**src/rtl/dbg_pkg.sv**
```systemverilog
package dbg_pkg;
    localparam int DBG_AW  = 16;
    localparam int DBG_DW  = 32;
    localparam int DBG_NBP = 4;
    localparam int STAT_MODE_LSB = 8;
    localparam int STAT_STEP_BIT = 10;

    typedef enum logic [1:0] {
        ACC_FETCH = 2'd0,
        ACC_DRD   = 2'd1,
        ACC_DWR   = 2'd2,
        ACC_REGWR = 2'd3
    } acc_kind_e;

    typedef enum logic [1:0] {
        MODE_OFF = 2'd0,
        MODE_BG  = 2'd1,
        MODE_DBG = 2'd2
    } dbg_mode_e;

    typedef enum logic [3:0] {
        OP_NOP      = 4'd0,
        OP_WR_BP    = 4'd1,
        OP_RD_BP    = 4'd2,
        OP_RD_STAT  = 4'd3,
        OP_CLR_STAT = 4'd4,
        OP_ARM      = 4'd5,
        OP_DISARM   = 4'd6,
        OP_HALT     = 4'd7,
        OP_RESUME   = 4'd8,
        OP_STEP     = 4'd9,
        OP_MEM_RD   = 4'd10,
        OP_MEM_WR   = 4'd11
    } host_op_e;

    typedef struct packed {
        logic                en;
        acc_kind_e           kind;
        logic [DBG_AW-1:0]   addr;
    } bp_cfg_t;

    localparam int BP_W = $bits(bp_cfg_t);

    function automatic bp_cfg_t word_to_bp(input logic [DBG_DW-1:0] w);
        return bp_cfg_t'(w[BP_W-1:0]);
    endfunction

    function automatic logic [DBG_DW-1:0] bp_to_word(input bp_cfg_t c);
        return {{(DBG_DW-BP_W){1'b0}}, c};
    endfunction
endpackage

```
**src/rtl/dbg_bp_slot.sv**
```systemverilog
module dbg_bp_slot
    import dbg_pkg::*;
(
    input  logic              clk,
    input  logic              rst,
    input  logic              wr_en,
    input  bp_cfg_t           wr_cfg,
    input  logic              acc_valid,
    input  acc_kind_e         acc_kind,
    input  logic [DBG_AW-1:0] acc_addr,
    output bp_cfg_t           cfg,
    output logic              hit
);
    always_ff @(posedge clk) begin
        if (rst)        cfg <= '0;
        else if (wr_en) cfg <= wr_cfg;
    end

    assign hit = cfg.en && acc_valid && (acc_kind == cfg.kind) && (acc_addr == cfg.addr);

    // slot contents change only on a host write
    p_cfg_hold_r3: assert property (@(posedge clk) disable iff (rst)
        !wr_en |=> $stable(cfg));
endmodule

```
**src/rtl/dbg_mode_ctrl.sv**
```systemverilog
module dbg_mode_ctrl
    import dbg_pkg::*;
#(
    parameter int NBP = DBG_NBP
) (
    input  logic           clk,
    input  logic           rst,
    input  logic           cmd_arm,
    input  logic           cmd_disarm,
    input  logic           cmd_halt,
    input  logic           cmd_resume,
    input  logic           cmd_step,
    input  logic           acc_valid,
    input  acc_kind_e      acc_kind,
    input  logic [NBP-1:0] hit_vec,
    output dbg_mode_e      mode,
    output logic           halt,
    output logic           step_active,
    output logic [NBP-1:0] fire_vec
);
    dbg_mode_e      mode_q;
    logic [NBP-1:0] last_vec_q, skip_vec_q, eff_hits;
    logic           skip_q, skip_seen_q, step_q, step_seen_q;
    logic           is_fetch, skip_live, step_stop;

    assign is_fetch  = acc_valid && (acc_kind == ACC_FETCH);
    // the mask ends on the second fetch after resume, which is then compared normally
    assign skip_live = skip_q && !(skip_seen_q && is_fetch);
    assign eff_hits  = hit_vec & ~(skip_live ? skip_vec_q : '0);
    assign fire_vec  = (mode_q == MODE_BG) ? eff_hits : '0;
    assign step_stop = step_q && step_seen_q && is_fetch;
    assign halt      = ((mode_q == MODE_DBG) && (!step_q || step_stop)) || (|fire_vec);
    assign mode        = mode_q;
    assign step_active = step_q;

    always_ff @(posedge clk) begin
        if (rst) begin
            mode_q      <= MODE_OFF;
            last_vec_q  <= '0;
            skip_vec_q  <= '0;
            skip_q      <= 1'b0;
            skip_seen_q <= 1'b0;
            step_q      <= 1'b0;
            step_seen_q <= 1'b0;
        end else begin
            unique case (mode_q)
                MODE_OFF: begin
                    if (cmd_arm) mode_q <= MODE_BG;
                end
                MODE_BG: begin
                    if (|fire_vec) begin
                        mode_q     <= MODE_DBG;
                        last_vec_q <= fire_vec;
                        skip_q     <= 1'b0;
                    end else if (cmd_halt) begin
                        mode_q     <= MODE_DBG;
                        last_vec_q <= '0;
                        skip_q     <= 1'b0;
                    end else if (cmd_disarm) begin
                        mode_q <= MODE_OFF;
                        skip_q <= 1'b0;
                    end else if (skip_q && is_fetch) begin
                        if (skip_seen_q) skip_q      <= 1'b0;
                        else             skip_seen_q <= 1'b1;
                    end
                end
                MODE_DBG: begin
                    if (cmd_resume) begin
                        mode_q      <= MODE_BG;
                        skip_q      <= |last_vec_q;
                        skip_vec_q  <= last_vec_q;
                        skip_seen_q <= 1'b0;
                        step_q      <= 1'b0;
                    end else if (cmd_step && !step_q) begin
                        step_q      <= 1'b1;
                        step_seen_q <= 1'b0;
                        last_vec_q  <= '0;
                    end else if (step_q && is_fetch) begin
                        if (step_seen_q) step_q      <= 1'b0;
                        else             step_seen_q <= 1'b1;
                    end
                end
                default: mode_q <= MODE_OFF;
            endcase
        end
    end

    // a fired slot puts the engine in debug mode on the next cycle
    p_fire_enters_dbg_r4: assert property (@(posedge clk) disable iff (rst)
        (|fire_vec) |=> (mode_q == MODE_DBG));
    // debug mode is only reached from background mode
    p_dbg_from_bg_r6: assert property (@(posedge clk) disable iff (rst)
        (mode_q == MODE_DBG && $past(mode_q) != MODE_DBG) |-> ($past(mode_q) == MODE_BG));
    // resume lands in background mode
    p_resume_to_bg_r8: assert property (@(posedge clk) disable iff (rst)
        (mode_q == MODE_DBG && cmd_resume) |=> (mode_q == MODE_BG));
    // off mode never halts
    p_off_no_halt_r2: assert property (@(posedge clk) disable iff (rst)
        (mode_q == MODE_OFF) |-> (!halt && fire_vec == '0));
    // a step never leaves debug mode
    p_step_in_dbg_r10: assert property (@(posedge clk) disable iff (rst)
        step_q |-> (mode_q == MODE_DBG));
endmodule

```
**src/rtl/dbg_bkpt_engine.sv**
```systemverilog
module dbg_bkpt_engine
    import dbg_pkg::*;
#(
    parameter int NBP = DBG_NBP
) (
    input  logic              clk,
    input  logic              rst,
    input  logic              host_valid,
    input  logic [3:0]        host_op,
    input  logic [DBG_AW-1:0] host_addr,
    input  logic [DBG_DW-1:0] host_wdata,
    output logic [DBG_DW-1:0] host_rdata,
    input  logic              cpu_valid,
    input  logic [1:0]        cpu_kind,
    input  logic [DBG_AW-1:0] cpu_addr,
    output logic              cpu_halt,
    output logic              tgt_req,
    output logic              tgt_we,
    output logic [DBG_AW-1:0] tgt_addr,
    output logic [DBG_DW-1:0] tgt_wdata,
    input  logic [DBG_DW-1:0] tgt_rdata
);
    localparam int IW = (NBP > 1) ? $clog2(NBP) : 1;

    host_op_e       op;
    acc_kind_e      kind;
    dbg_mode_e      mode;
    bp_cfg_t        cfg_arr [NBP];
    logic [NBP-1:0] hit_vec, fire_vec, sticky_q;
    logic           step_active, clr_stat;
    logic [IW-1:0]  slot_idx;
    logic [DBG_DW-1:0] stat_word;

    assign op       = host_op_e'(host_op);
    assign kind     = acc_kind_e'(cpu_kind);
    assign slot_idx = host_addr[IW-1:0];
    assign clr_stat = host_valid && (op == OP_CLR_STAT);

    for (genvar g = 0; g < NBP; g++) begin : g_slot
        dbg_bp_slot u_slot (
            .clk      (clk),
            .rst      (rst),
            .wr_en    (host_valid && (op == OP_WR_BP) && (slot_idx == IW'(g))),
            .wr_cfg   (word_to_bp(host_wdata)),
            .acc_valid(cpu_valid),
            .acc_kind (kind),
            .acc_addr (cpu_addr),
            .cfg      (cfg_arr[g]),
            .hit      (hit_vec[g])
        );
    end

    dbg_mode_ctrl #(.NBP(NBP)) u_ctrl (
        .clk        (clk),
        .rst        (rst),
        .cmd_arm    (host_valid && (op == OP_ARM)),
        .cmd_disarm (host_valid && (op == OP_DISARM)),
        .cmd_halt   (host_valid && (op == OP_HALT)),
        .cmd_resume (host_valid && (op == OP_RESUME)),
        .cmd_step   (host_valid && (op == OP_STEP)),
        .acc_valid  (cpu_valid),
        .acc_kind   (kind),
        .hit_vec    (hit_vec),
        .mode       (mode),
        .halt       (cpu_halt),
        .step_active(step_active),
        .fire_vec   (fire_vec)
    );

    assign tgt_req   = host_valid && (mode == MODE_DBG) && (op == OP_MEM_RD || op == OP_MEM_WR);
    assign tgt_we    = tgt_req && (op == OP_MEM_WR);
    assign tgt_addr  = host_addr;
    assign tgt_wdata = host_wdata;

    always_ff @(posedge clk) begin
        if (rst)           sticky_q <= '0;
        else if (clr_stat) sticky_q <= fire_vec;
        else               sticky_q <= sticky_q | fire_vec;
    end

    always_comb begin
        stat_word = '0;
        stat_word[NBP-1:0] = sticky_q;
        stat_word[STAT_MODE_LSB +: 2] = mode;
        stat_word[STAT_STEP_BIT] = step_active;
    end

    always_ff @(posedge clk) begin
        if (rst) begin
            host_rdata <= '0;
        end else if (host_valid) begin
            case (op)
                OP_RD_BP:   host_rdata <= bp_to_word(cfg_arr[slot_idx]);
                OP_RD_STAT: host_rdata <= stat_word;
                OP_MEM_RD:  if (mode == MODE_DBG) host_rdata <= tgt_rdata;
                default:    ;
            endcase
        end
    end

    // status bits are lost only through the clear command
    p_sticky_keep_r5: assert property (@(posedge clk) disable iff (rst)
        !clr_stat |=> ((sticky_q & $past(sticky_q)) == $past(sticky_q)));
    // no forwarded access outside debug mode
    p_tgt_only_dbg_r11: assert property (@(posedge clk) disable iff (rst)
        (mode != MODE_DBG) |-> !tgt_req);
endmodule

```
**config.mk**
```make
export PLATFORM = sky130hd
export DESIGN_NAME = dbg_bkpt_engine
export DESIGN_NICKNAME = d
export VERILOG_FILES = /design/src/rtl/dbg_pkg.sv /design/src/rtl/dbg_bp_slot.sv /design/src/rtl/dbg_mode_ctrl.sv /design/src/rtl/dbg_bkpt_engine.sv
export SDC_FILE = /design/constraint.sdc
export NUM_CORES = 1
export LEC_CHECK = 0
export BUFFER_PORTS_ARGS = -buffer_cell sky130_fd_sc_hd__buf_2
export CORE_ASPECT_RATIO = 1.5
export CORE_MARGIN = 3
export CORE_UTILIZATION = 35
export DETAILED_ROUTE_END_ITERATION = 12
export PLACE_DENSITY = 0.69
export REMOVE_ABC_BUFFERS = 1
export SLEW_MARGIN = 0
export SYNTH_ARGS = -nofsm -noshare
export SYNTH_HDL_FRONTEND = slang
export SYNTH_HIERARCHICAL = 1
export SYNTH_SLANG_ARGS = --single-unit
```
**constraint.sdc**
```tcl
create_clock -name clk -period 5.9 [get_ports clk]
set_clock_uncertainty 0.2 [all_clocks]
set_input_delay 1.475 -clock clk [delete_from_list [all_inputs] [get_ports clk]]
set_output_delay 1.475 -clock clk [all_outputs]
set_load 0.02 [all_outputs]
```
==> run_summary.xml, run 1 <==
<?xml version="1.0" encoding="UTF-8"?>
<metrics>
  <group name="pwr">
    <metric name="static-leakage-power" unit="nW">3.25</metric>
    <metric name="power.clock.fraction" unit="%">49.6</metric>
    <metric name="power.share.switching" unit="%">23.8</metric>
    <metric name="power.combinational.fraction" unit="%">9.8</metric>
    <metric name="power.sequential.fraction" unit="%">40.6</metric>
    <metric name="vdd_drop_max" unit="uV">218</metric>
    <metric name="power.density_cell_area" unit="mW/mm2">266</metric>
    <metric name="netSwitchingPower" unit="uW">508</metric>
    <metric name="fin_total_pwr" unit="mW">2.14</metric>
    <metric name="power.internal" unit="mW">1.63</metric>
  </group>
  <group name="die">
    <metric name="floorplan.rows" unit="">62</metric>
    <metric name="die_area" unit="mm2">0.0218</metric>
    <metric name="die_x" unit="um">121</metric>
    <metric name="pin_count" unit="">189</metric>
    <metric name="start_util" unit="%">36.1</metric>
    <metric name="fp.coreArea" unit="mm2">0.0194</metric>
    <metric name="die_h" unit="um">179</metric>
  </group>
  <group name="worst_setup_path">
    <metric name="setup.worst_path.class" unit="">in -&gt; out</metric>
    <metric name="critPathCaptureType" unit="">output port</metric>
    <metric name="worstRegToRegCells" unit="">9</metric>
    <metric name="required" unit="ps">4220</metric>
    <metric name="cp_common_cell" unit="">buf_2</metric>
    <metric name="timing.critical_path.arrival" unit="ps">3380</metric>
    <metric name="start_kind" unit="">primary input</metric>
    <metric name="r2r-start" unit="">g_slot[1].u_slot/cfg[13]</metric>
    <metric name="cp_max_fo" unit="">5</metric>
    <metric name="path_cells" unit="">buf_2 &gt; xor2_1 &gt; nor4_1 &gt; nand4_1 &gt; nor4_2 &gt; o21ai_4 &gt; nand4_4 &gt; a22o_2 &gt; buf_2</metric>
    <metric name="slowest_stage" unit="">nor4_1</metric>
    <metric name="critical_path.startpoint" unit="">cpu_addr[13]</metric>
    <metric name="critPathMaxStageDelay" unit="ps">540</metric>
  </group>
  <group name="synth">
    <metric name="async_flop_share" unit="%">0</metric>
    <metric name="synth_cells" unit="">729</metric>
    <metric name="synth.area.top_cells" unit="">dfxtp_1 (36%), mux2i_1 (11%), xor2_1 (9.1%), buf_4 (6.8%), mux4_2 (6.1%)</metric>
    <metric name="avgSynthCellArea" unit="um2">9.60</metric>
    <metric name="yosysSeqAreaShare" unit="%">36.0</metric>
    <metric name="ys_warn_count" unit="">6</metric>
    <metric name="mappedNetlistArea" unit="mm2">0.00700</metric>
    <metric name="yosys.area.top_type" unit="">dfxtp_1</metric>
    <metric name="number_of_flops_mapped_to_enable_cells_by_yosys" unit="">0</metric>
    <metric name="postSynthRegisterBits" unit="">126</metric>
    <metric name="synth_largest_type_area_fraction" unit="%">36.0</metric>
    <metric name="synth-main-ff-cell" unit="">dfxtp_1</metric>
    <metric name="distinct_cell_type_count_of_the_synthesized_netlist" unit="">55</metric>
  </group>
  <group name="clock_tree">
    <metric name="cts_htree_levels" unit="">4</metric>
    <metric name="tritoncts" unit="">built</metric>
    <metric name="clock_net_sink_count" unit="">126</metric>
    <metric name="post_cts.resized_instances" unit="">0</metric>
    <metric name="clockRootBuffer" unit="">clkbuf_16</metric>
    <metric name="cts-hold-fix-buffers" unit="">0</metric>
    <metric name="cts_inserted_buffers" unit="">17</metric>
    <metric name="worstSkewPairLatency" unit="ps">410</metric>
    <metric name="postCtsSetupBuffers" unit="">0</metric>
    <metric name="clock_path_buffers" unit="">2</metric>
    <metric name="clkSlewWorstSetupHoldPaths" unit="ps">50</metric>
  </group>
  <group name="sta">
    <metric name="setup_violations" unit="">0</metric>
    <metric name="finalCritPeriodShare" unit="%">85.6</metric>
    <metric name="timing_hold_violations_final" unit="">0</metric>
    <metric name="fmax" unit="GHz">0.198</metric>
    <metric name="maxSlewViolCount" unit="">0</metric>
    <metric name="slew_headroom" unit="%">22.6</metric>
    <metric name="final.setup.worst_slack" unit="ps">847</metric>
    <metric name="finalWorstPathRequiredPeriod" unit="ps">5050</metric>
    <metric name="rsz0062_at_grt" unit="">no</metric>
    <metric name="fin_setup_tns" unit="ps">0</metric>
    <metric name="max_slew.worst_pin.slew" unit="ps">1160</metric>
  </group>
  <group name="drt">
    <metric name="postRouteWirelength" unit="um">20200</metric>
    <metric name="via_per_inst" unit="">5.25</metric>
    <metric name="dr_iter_0_viols" unit="">366</metric>
    <metric name="postRouteAntennaNets" unit="">0</metric>
    <metric name="wl_per_instance" unit="um">18.9</metric>
    <metric name="dr_total_vias" unit="">5598</metric>
    <metric name="detailedRoute.firstPassIterationCount" unit="">5</metric>
    <metric name="drcViolationCount" unit="">0</metric>
  </group>
  <group name="finish">
    <metric name="final_common_cell" unit="">buf_2</metric>
    <metric name="final_layout_size_suffix_gt1_share" unit="%">27.8</metric>
    <metric name="final_util" unit="%">41.5</metric>
    <metric name="final_cell_mix" unit="">buf_2 (133), dfxtp_1 (126), nor2_1 (113)</metric>
    <metric name="final_area" unit="mm2">0.00804</metric>
    <metric name="finalNetCount" unit="">908</metric>
    <metric name="flow.area_growth_from_synthesis" unit="%">14.9</metric>
  </group>
  <group name="placement">
    <metric name="placement.cell_area" unit="mm2">0.00745</metric>
    <metric name="buffer_ports.inserted" unit="">134</metric>
    <metric name="finalWeightedCongestion" unit="">0.861</metric>
    <metric name="place_ws" unit="ps">832</metric>
    <metric name="place.detailed.hpwl" unit="um">14700</metric>
  </group>
  <group name="grt">
    <metric name="grt_util_all_layers" unit="%">18.5</metric>
    <metric name="grt_start_max_net_pins" unit="">79</metric>
    <metric name="grt.overflow.total" unit="">0</metric>
    <metric name="number_of_antenna_violations_at_the_first_check_in_global_routing" unit="">2</metric>
    <metric name="vias_in_the_first_global_route" unit="">5473</metric>
    <metric name="grt_first_pass_wirelength" unit="um">30700</metric>
  </group>
  <group name="worst_hold_path">
    <metric name="launch_instance_of_the_worst_min_delay_path" unit="">host_rdata[29]</metric>
    <metric name="worstHoldPathType" unit="">reg -&gt; reg</metric>
    <metric name="worst_hold_path.num_cells" unit="">2</metric>
  </group>
  <group name="run">
    <metric name="max-cap-violations" unit="">0</metric>
  </group>
  <group name="run_status">
    <metric name="outcome" unit="">finished clean</metric>
  </group>
</metrics>
==> routing by layer <==
metal  global-route usage [%]  vias to the layer above  share of wire [%]  routed length, um
li1                         -                     2657                  -                  -
met1                     21.9                     2713                 42               8510
met2                     32.1                      204                 50              10000
met3                     5.40                       22                6.4               1300
met4                     6.03                        2                1.7                345
met5                        0                        -              0.064                 13
==> critical path, delay by kind of cell <==
| family | cells | cell delay [ps] |
|---|---|---|
| compound gates | 2 | 300 |
| xor+xnor | 1 | 150 |
| simple gates | 4 | 1140 |
| buf+inv | 2 | 300 |
==> path summary, 6_finish.rpt <==
path | end | slack [ps]
setup / recovery | cpu_halt | 850
hold / removal | host_rdata[29] | 250
hold reg to reg | host_rdata[29] | 250
setup reg to reg | u_ctrl/skip_q | 3100
==> through the flow <==
| stage | hold slack (ps) | instances |
|---|---|---|
| final | 246 | 1067 |
| after global routing | 267 | 1067 |
| after CTS | 251 | 1066 |
| after detailed placement | 243 | 1035 |
| after global placement | 235 | 1035 |
| after floorplan | 230 | 638 |
==> cell families after synthesis <==
logic type,after synthesis,synth area share [%]
compound gates,76,8.92
xor+xnor,73,9.13
fa+ha+maj,4,0.715
buf+inv,99,9.24
flops,126,36.0
mux,96,17.1
simple gates,255,18.8
==> Yosys cell counts (all sizes together), types with 3 or more instances <==
master  number
nand4        7
nor3        25
nor3b        3
and3         3
buf         72
ha           4
and3b        3
a221oi      12
a211o        3
nand3b      16
nor2       113
dfxtp      126
a21oi       32
a211oi       7
nand2       33
mux4        19
xor2        73
clkbuf      19
nand3       19
o21ai       10
inv          8
a2bb2o       4
mux2i       76
nand2b       3
nor4        22
==> area by class of cell <==
| cell class | instances | area, um2 |
|---|---|---|
| Antenna cell | 1 | 2.50 |
| Clock buffer | 25 | 485 |
| Sequential cell | 126 | 2520 |
| Clock inverter | 6 | 108 |
| Multi-Input combinational cell | 504 | 3850 |
| Timing Repair Buffer | 141 | 726 |
| Fill cell | 1892 | 11300 |
| Tap cell | 256 | 320 |
| Inverter | 8 | 30.0 |
==> registers in the layout, summed over array words and instances, names as in the netlist <==
name                flops
u_ctrl/skip_seen_q      1
sticky_q                4
u_ctrl/skip_vec_q       4
u_ctrl/step_active      1
u_ctrl/mode             2
u_ctrl/step_seen_q      1
u_ctrl/last_vec_q       4
g_slot.u_slot/cfg      76
host_rdata             32
u_ctrl/skip_q           1
==> power groups by stage <==
stage / logic [mW] / clock network [mW] / registers [mW]
after floorplan: 0.0858 / 0 / 0.890
after global placement: 0.208 / 0 / 0.887
after detailed placement: 0.209 / 0 / 0.887
after CTS: 0.210 / 1.08 / 0.868
after global routing: 0.228 / 1.12 / 0.869
final: 0.210 / 1.06 / 0.868
Power figures use the tool's default switching activity.
==> run 2, diff against run 1 <==
- ABC_AREA: unset -> 1
- PLACE_DENSITY: 0.69 -> 0.68
==> run 2 against run 1 <==
Against the previous run:
- worst setup slack better by 390 ps
- fmax up 8.4%
- die area up 19%
- via count up 45%
- area after synthesis up 20%
- clock power up 14%
- sequential cell count unchanged
==> run_summary.xml, run 2 <==
<?xml version="1.0" encoding="UTF-8"?>
<metrics>
  <group name="run_status">
    <metric name="outcome" unit="">finished clean</metric>
  </group>
  <group name="pwr">
    <metric name="power.clock.fraction" unit="%">48.6</metric>
    <metric name="power.internal" unit="mW">1.79</metric>
    <metric name="power.sequential.fraction" unit="%">36.3</metric>
    <metric name="vdd_drop_max" unit="uV">224</metric>
    <metric name="netSwitchingPower" unit="uW">698</metric>
    <metric name="power.share.switching" unit="%">28.1</metric>
    <metric name="power.density_cell_area" unit="mW/mm2">262</metric>
    <metric name="power.combinational.fraction" unit="%">15.1</metric>
    <metric name="fin_total_pwr" unit="mW">2.48</metric>
    <metric name="static-leakage-power" unit="nW">4.60</metric>
  </group>
  <group name="clock_tree">
    <metric name="clock_net_sink_count" unit="">126</metric>
    <metric name="cts-hold-fix-buffers" unit="">0</metric>
    <metric name="clockRootBuffer" unit="">clkbuf_16</metric>
    <metric name="clkSlewWorstSetupHoldPaths" unit="ps">60</metric>
    <metric name="cts_htree_levels" unit="">4</metric>
    <metric name="cts_inserted_buffers" unit="">17</metric>
    <metric name="post_cts.resized_instances" unit="">0</metric>
    <metric name="postCtsSetupBuffers" unit="">0</metric>
    <metric name="clock_path_buffers" unit="">2</metric>
    <metric name="worstSkewPairLatency" unit="ps">430</metric>
    <metric name="tritoncts" unit="">built</metric>
  </group>
  <group name="synth">
    <metric name="avgSynthCellArea" unit="um2">6.28</metric>
    <metric name="async_flop_share" unit="%">0</metric>
    <metric name="synth_cells" unit="">1338</metric>
    <metric name="combinational_family_with_the_most_area_after_synthesis" unit="">simple AND/OR/NAND/NOR gates</metric>
    <metric name="number_of_flops_mapped_to_enable_cells_by_yosys" unit="">0</metric>
    <metric name="synth.area.top_cells" unit="">dfxtp_1 (30%), nand2_1 (20%), inv_1 (9.1%), a211oi_2 (8.3%), nor2_1 (8.2%)</metric>
    <metric name="synth_xor_area_share" unit="%">0.834</metric>
    <metric name="mappedNetlistArea" unit="mm2">0.00840</metric>
    <metric name="postSynthRegisterBits" unit="">126</metric>
    <metric name="synth_adder_area_share" unit="%">0.596</metric>
    <metric name="post_synth_and_or_nand_nor_area_fraction" unit="%">36.5</metric>
    <metric name="yosysSeqAreaShare" unit="%">30.0</metric>
    <metric name="yosys.area.top_type" unit="">dfxtp_1</metric>
    <metric name="yosys-top-cells-count" unit="">nand2_1 (437), inv_1 (204), nor2_1 (184)</metric>
    <metric name="post_synth_mux_area_share" unit="%">0</metric>
    <metric name="synth-main-ff-cell" unit="">dfxtp_1</metric>
    <metric name="ys_warn_count" unit="">6</metric>
    <metric name="synth_largest_type_area_fraction" unit="%">30.0</metric>
    <metric name="yosysMostFrequentCell" unit="">nand2_1</metric>
    <metric name="distinct_cell_type_count_of_the_synthesized_netlist" unit="">35</metric>
    <metric name="synth-compound-area-share" unit="%">13.8</metric>
  </group>
  <group name="worst_setup_path">
    <metric name="slowest_stage" unit="">buf_2</metric>
    <metric name="timing.critical_path.arrival" unit="ps">2990</metric>
    <metric name="critPathCaptureType" unit="">output port</metric>
    <metric name="start_kind" unit="">primary input</metric>
    <metric name="worstRegToRegCells" unit="">17</metric>
    <metric name="regToRegSetupSlack" unit="ps">3850</metric>
    <metric name="worst_path_dominant_cell_family" unit="">simple AND/OR/NAND/NOR gates</metric>
    <metric name="path_cells" unit="">buf_2 &gt; nand2_1 &gt; a21oi_1 &gt; nand2_1 &gt; nor2_1 &gt; nand3_1 &gt; nor2_1 &gt; nand2_1 &gt; inv_1 &gt; nand2_1 &gt; nand2_1 &gt; nor2_4 &gt; o21ai_0 &gt; buf_2</metric>
    <metric name="critical_path.startpoint" unit="">cpu_valid</metric>
    <metric name="cp_max_fo" unit="">6</metric>
    <metric name="path_buf_inv" unit="">3</metric>
    <metric name="end_of_the_critical_path" unit="">cpu_halt</metric>
    <metric name="cp_common_cell" unit="">nand2_1</metric>
    <metric name="required" unit="ps">4220</metric>
    <metric name="total_stage_count_of_the_critical_path" unit="">14</metric>
    <metric name="setup.worst_path.class" unit="">in -&gt; out</metric>
    <metric name="critPathMaxStageDelay" unit="ps">220</metric>
    <metric name="r2r-start" unit="">g_slot[1].u_slot/cfg[7]</metric>
    <metric name="worst_r2r_end" unit="">u_ctrl/last_vec_q[3]</metric>
  </group>
  <group name="finish">
    <metric name="sequential_cell_area" unit="mm2">0.00252</metric>
    <metric name="reg.largest.list" unit="">g_slot.u_slot/cfg x76, host_rdata x32</metric>
    <metric name="multi_input_area" unit="mm2">0.00435</metric>
    <metric name="flow.area_growth_from_synthesis" unit="%">12.9</metric>
    <metric name="finalNetCount" unit="">1510</metric>
    <metric name="final_util" unit="%">40.7</metric>
    <metric name="final_cell_mix" unit="">nand2_1 (437), inv_1 (204), nor2_1 (183)</metric>
    <metric name="final_layout_size_suffix_gt1_share" unit="%">18.8</metric>
    <metric name="largest_register" unit="">g_slot.u_slot/cfg</metric>
    <metric name="final_common_cell" unit="">nand2_1</metric>
    <metric name="nFillCells" unit="">2501</metric>
    <metric name="flip_flop_count_of_the_largest_register_all_copies_and_words_added" unit="">76</metric>
  </group>
  <group name="drt">
    <metric name="postRouteAntennaNets" unit="">0</metric>
    <metric name="detailedRoute.firstPassIterationCount" unit="">5</metric>
    <metric name="drcViolationCount" unit="">0</metric>
    <metric name="postRouteWirelength" unit="um">25500</metric>
    <metric name="via_per_inst" unit="">4.70</metric>
    <metric name="dr_total_vias" unit="">8127</metric>
    <metric name="dr_iter_0_viols" unit="">534</metric>
    <metric name="wl_per_instance" unit="um">14.8</metric>
  </group>
  <group name="grt">
    <metric name="grt_util_all_layers" unit="%">19.7</metric>
    <metric name="number_of_antenna_violations_at_the_first_check_in_global_routing" unit="">2</metric>
    <metric name="grt_start_max_net_pins" unit="">64</metric>
    <metric name="grt_first_pass_wirelength" unit="um">40900</metric>
    <metric name="grt.overflow.total" unit="">0</metric>
    <metric name="vias_in_the_first_global_route" unit="">7989</metric>
  </group>
  <group name="run">
    <metric name="max-cap-violations" unit="">0</metric>
  </group>
  <group name="placement">
    <metric name="place.detailed.hpwl" unit="um">18600</metric>
    <metric name="buffer_ports.inserted" unit="">134</metric>
    <metric name="finalWeightedCongestion" unit="">0.889</metric>
  </group>
  <group name="die">
    <metric name="die_h" unit="um">196</metric>
    <metric name="pin_count" unit="">189</metric>
    <metric name="die_x" unit="um">132</metric>
    <metric name="die_area" unit="mm2">0.0259</metric>
    <metric name="floorplan.rows" unit="">68</metric>
    <metric name="start_util" unit="%">36.0</metric>
    <metric name="fp.coreArea" unit="mm2">0.0233</metric>
  </group>
  <group name="sta">
    <metric name="slew_headroom" unit="%">29.7</metric>
    <metric name="setup_violations" unit="">0</metric>
    <metric name="finalCritPeriodShare" unit="%">79.0</metric>
    <metric name="max_slew.worst_pin.slew" unit="ps">1050</metric>
    <metric name="rsz0062_at_grt" unit="">no</metric>
    <metric name="maxSlewViolCount" unit="">0</metric>
    <metric name="finalWorstPathRequiredPeriod" unit="ps">4660</metric>
    <metric name="timing_hold_violations_final" unit="">0</metric>
    <metric name="fin_setup_tns" unit="ps">0</metric>
    <metric name="fmax" unit="GHz">0.215</metric>
  </group>
  <group name="worst_hold_path">
    <metric name="worstHoldPathType" unit="">reg -&gt; reg</metric>
  </group>
</metrics>
-- run 2: final cells by class --
class                      instances  area share (%)
inverter                         214            8.47
tap                              315            4.16
timing repair buffer             143            7.81
multi-input combinational        898            45.9
clock buffer                      18            4.53
antenna                            1          0.0264
clock inverter                    14            2.53
sequential                       126            26.6
-- run 2: worst min path at each step --
stage	start	endpoint	slack, ps	cells past startpoint
CTS	host_rdata[25]	host_rdata[25]	270	2
global placement	host_rdata[26]	host_rdata[26]	250	2
finish	host_rdata[25]	host_rdata[25]	270	2
detailed placement	host_rdata[25]	host_rdata[25]	260	2
global route	host_rdata[25]	host_rdata[25]	290	2
floorplan	g_slot[0].u_slot/cfg[18]	g_slot[0].u_slot/cfg[18]	250	2
-- run 2: worst min-delay path, stage by stage (launching register included) --
cell,delay [ps]
dfxtp_1,310
nand2_1,60
a21oi_1,50
-- run 2: layer usage --
layer / global-route usage [%] / wire (um)
met1: 22.3 / 10600
met2: 34.2 / 12500
met3: 5.16 / 1540
met4: 9.28 / 891
met5: 0.958 / 13
-- run 2: stage by stage --
stage / hold slack [ps] / cells / setup slack, ps / cell area (um2)
5_1_grt: 294 / 1729 / 1050 / 9480
4_1_cts: 270 / 1728 / 1230 / 9480
3_3_place_gp: 246 / 1696 / 1240 / 8810
2_1_floorplan: 248 / 1238 / 1580 / 7670
6_report: 269 / 1729 / 1240 / 9480
3_5_place_dp: 260 / 1696 / 1230 / 8810
-- run 2: cells by family (layout without fill, tap and decap cells) --
logic type | Yosys count | in the layout
simple gates | 747 | 747
other cells | 0 | 1
flops | 126 | 126
xor+xnor | 8 | 8
buf+inv | 314 | 389
fa+ha+maj | 4 | 4
compound gates | 139 | 139
-- run 2: power groups by stage --
stage	logic, mW	clock network (mW)	registers (mW)
floorplan	0.201	0	0.923
global placement	0.368	0	0.918
detailed placement	0.373	0	0.919
CTS	0.375	1.23	0.900
global route	0.417	1.27	0.903
finish	0.376	1.21	0.901
==> run 3, diff against run 2 <==
- clock period: 5.9 -> 4.3 ns (I/O delays scaled with it)
==> run 3 against run 2 <==
Against the previous run:
- critical path depth up 2
- sequential share of layout area up 0.15 points
- first-iteration DRC count down 16%
- wire length up 0.27%
- cell area down 0.55%
- power up 28%
- hold slack worse by 5.0 ps
- sequential cell count unchanged
- via count up 0.62%
- die area unchanged
- combinational power up 38%
- largest cell class unchanged
==> run_summary.xml, run 3 (same netlist as run 2, synthesis figures left out) <==
<?xml version="1.0" encoding="UTF-8"?>
<metrics>
  <group name="placement">
    <metric name="place.detailed.hpwl" unit="um">18900</metric>
    <metric name="finalWeightedCongestion" unit="">0.895</metric>
    <metric name="buffer_ports.inserted" unit="">134</metric>
  </group>
  <group name="sta">
    <metric name="fin_setup_tns" unit="ps">0</metric>
    <metric name="finalWorstPathRequiredPeriod" unit="ps">3880</metric>
    <metric name="fmax" unit="GHz">0.258</metric>
    <metric name="setup_violations" unit="">0</metric>
    <metric name="worst_hold_slack" unit="ps">264</metric>
    <metric name="finalCritPeriodShare" unit="%">90.3</metric>
    <metric name="rsz0062_at_grt" unit="">no</metric>
    <metric name="max_slew.worst_pin.slew" unit="ps">970</metric>
    <metric name="maxSlewViolCount" unit="">0</metric>
    <metric name="slew_headroom" unit="%">35.3</metric>
    <metric name="timing_hold_violations_final" unit="">0</metric>
  </group>
  <group name="worst_setup_path">
    <metric name="critPathCaptureType" unit="">output port</metric>
    <metric name="worstRegToRegCells" unit="">11</metric>
    <metric name="r2r-start" unit="">u_ctrl/mode[1]</metric>
    <metric name="regToRegSetupSlack" unit="ps">2260</metric>
    <metric name="critPathMaxStageDelay" unit="ps">220</metric>
    <metric name="slowest_stage" unit="">buf_2</metric>
    <metric name="required" unit="ps">3020</metric>
    <metric name="setup.worst_path.class" unit="">in -&gt; out</metric>
    <metric name="path_cells" unit="">buf_2 &gt; inv_1 &gt; nand2_1 &gt; nand2_1 &gt; inv_1 &gt; nand2_1 &gt; nor2_1 &gt; nand3_1 &gt; nor2_1 &gt; nand2_1 &gt; inv_1 &gt; nand2_2 &gt; nand2_2 &gt; nor2_4 &gt; o21ai_0 &gt; buf_2</metric>
    <metric name="worst_path_dominant_cell_family" unit="">simple AND/OR/NAND/NOR gates</metric>
    <metric name="start_kind" unit="">primary input</metric>
    <metric name="cp_common_cell" unit="">nand2_1</metric>
    <metric name="timing.critical_path.arrival" unit="ps">2610</metric>
    <metric name="path_buf_inv" unit="">5</metric>
    <metric name="worst_r2r_end" unit="">u_ctrl/skip_seen_q</metric>
    <metric name="cp_max_fo" unit="">8</metric>
  </group>
  <group name="clock_tree">
    <metric name="clock_net_sink_count" unit="">126</metric>
    <metric name="worstSkewPairLatency" unit="ps">420</metric>
    <metric name="cts-hold-fix-buffers" unit="">0</metric>
    <metric name="cts_htree_levels" unit="">4</metric>
    <metric name="post_cts.resized_instances" unit="">0</metric>
    <metric name="postCtsSetupBuffers" unit="">0</metric>
    <metric name="cts_inserted_buffers" unit="">17</metric>
    <metric name="clockRootBuffer" unit="">clkbuf_16</metric>
    <metric name="tritoncts" unit="">built</metric>
    <metric name="clock_path_buffers" unit="">2</metric>
    <metric name="clkSlewWorstSetupHoldPaths" unit="ps">60</metric>
  </group>
  <group name="finish">
    <metric name="reg.largest.list" unit="">g_slot.u_slot/cfg x76, host_rdata x32</metric>
    <metric name="final_layout_size_suffix_gt1_share" unit="%">19.0</metric>
    <metric name="insertedDiodeCount" unit="">0</metric>
    <metric name="final_cell_mix" unit="">nand2_1 (437), inv_1 (204), nor2_1 (183)</metric>
    <metric name="finalNetCount" unit="">1516</metric>
    <metric name="final_common_cell" unit="">nand2_1</metric>
    <metric name="flow.area_growth_from_synthesis" unit="%">12.3</metric>
    <metric name="flip_flop_count_of_the_largest_register_all_copies_and_words_added" unit="">76</metric>
    <metric name="largest_register" unit="">g_slot.u_slot/cfg</metric>
  </group>
  <group name="drt">
    <metric name="dr_iter_0_viols" unit="">446</metric>
    <metric name="drcViolationCount" unit="">0</metric>
    <metric name="postRouteAntennaNets" unit="">0</metric>
    <metric name="via_per_inst" unit="">4.72</metric>
    <metric name="wl_per_instance" unit="um">14.8</metric>
    <metric name="postRouteWirelength" unit="um">25600</metric>
    <metric name="dr_total_vias" unit="">8177</metric>
    <metric name="detailedRoute.firstPassIterationCount" unit="">5</metric>
  </group>
  <group name="die">
    <metric name="die_x" unit="um">132</metric>
    <metric name="floorplan.rows" unit="">68</metric>
    <metric name="die_area" unit="mm2">0.0259</metric>
    <metric name="die_h" unit="um">196</metric>
    <metric name="start_util" unit="%">36.0</metric>
    <metric name="pin_count" unit="">189</metric>
    <metric name="fp.coreArea" unit="mm2">0.0233</metric>
  </group>
  <group name="worst_hold_path">
    <metric name="worst_hold_path.num_cells" unit="">2</metric>
    <metric name="hold_end" unit="">host_rdata[26]</metric>
    <metric name="worstHoldPathType" unit="">reg -&gt; reg</metric>
    <metric name="launch_instance_of_the_worst_min_delay_path" unit="">host_rdata[26]</metric>
  </group>
  <group name="run">
    <metric name="max-cap-violations" unit="">0</metric>
  </group>
  <group name="grt">
    <metric name="grt.overflow.total" unit="">0</metric>
    <metric name="number_of_antenna_violations_at_the_first_check_in_global_routing" unit="">1</metric>
    <metric name="vias_in_the_first_global_route" unit="">8004</metric>
    <metric name="grt_start_max_net_pins" unit="">66</metric>
    <metric name="grt_first_pass_wirelength" unit="um">40400</metric>
    <metric name="grt_util_all_layers" unit="%">19.5</metric>
  </group>
  <group name="run_status">
    <metric name="outcome" unit="">finished clean</metric>
  </group>
  <group name="pwr">
    <metric name="vdd_drop_max" unit="uV">301</metric>
    <metric name="static-leakage-power" unit="nW">4.59</metric>
    <metric name="power.density_cell_area" unit="mW/mm2">336</metric>
  </group>
</metrics>
-- run 3: cell count changes in the layout (fill, tap and decap cells not counted), moves of 2 or more --
cell / previous run / this run
clkinv_2: 2 / 5
buf_4: 10 / 16
bufinv_16: 6 / 2
clkbuf_8: 0 / 2
-- run 3: worst max path at each step --
stage,start,to,depth (start not counted)
floorplan,host_op[3],tgt_we,4
global placement,cpu_addr[15],cpu_halt,16
detailed placement,cpu_addr[2],cpu_halt,16
CTS,cpu_addr[2],cpu_halt,16
global route,cpu_addr[9],cpu_halt,16
finish,cpu_addr[2],cpu_halt,16
-- run 3: routing by layer --
layer / global-route usage [%] / wire [um] / vias up
li1: - / - / 4202
met5: 0.958 / 13 / -
met4: 7.13 / 524 / 2
met3: 4.87 / 1400 / 37
met2: 35.5 / 13100 / 236
met1: 21.7 / 10600 / 3700
-- run 3: cell type report --
| class | instances | area [um2] |
|---|---|---|
| Multi-Input combinational cell | 898 | 4350 |
| Clock buffer | 20 | 457 |
| Fill cell | 2556 | 13900 |
| Timing Repair Buffer | 149 | 786 |
| Sequential cell | 126 | 2520 |
| Inverter | 214 | 803 |
| Clock inverter | 11 | 118 |
| Tap cell | 315 | 394 |
-- run 3: power breakdown --
part | switching [mW] | internal, mW
clock | 0.541 | 0.875
sequential | 0.0347 | 1.20
combinational | 0.353 | 0.164
-- run 3: worst register-to-register path, stage by stage (launching register included) --
cell     delay, ps
dfxtp_1        450
inv_1          120
ha_1           300
nand2_1        110
inv_1           40
nand2_1         90
nand2_2         70
nor2_4         210
nand4_1        140
nand2_1         90
nand2_1         50
nor2_1         100
-- run 3: metrics by stage --
step                instance area, um2  std cells  setup WS [ps]  total power [mW]  utilization [%]
finish                            9430       1733            417              3.17             40.4
global route                      9430       1733            217              3.31             40.4
CTS                               9430       1733            434              3.20             40.4
detailed placement                8850       1702            428              1.78             38.0
global placement                  8850       1702            444              1.77             38.0
floorplan                         7670       1238            781              1.54                -
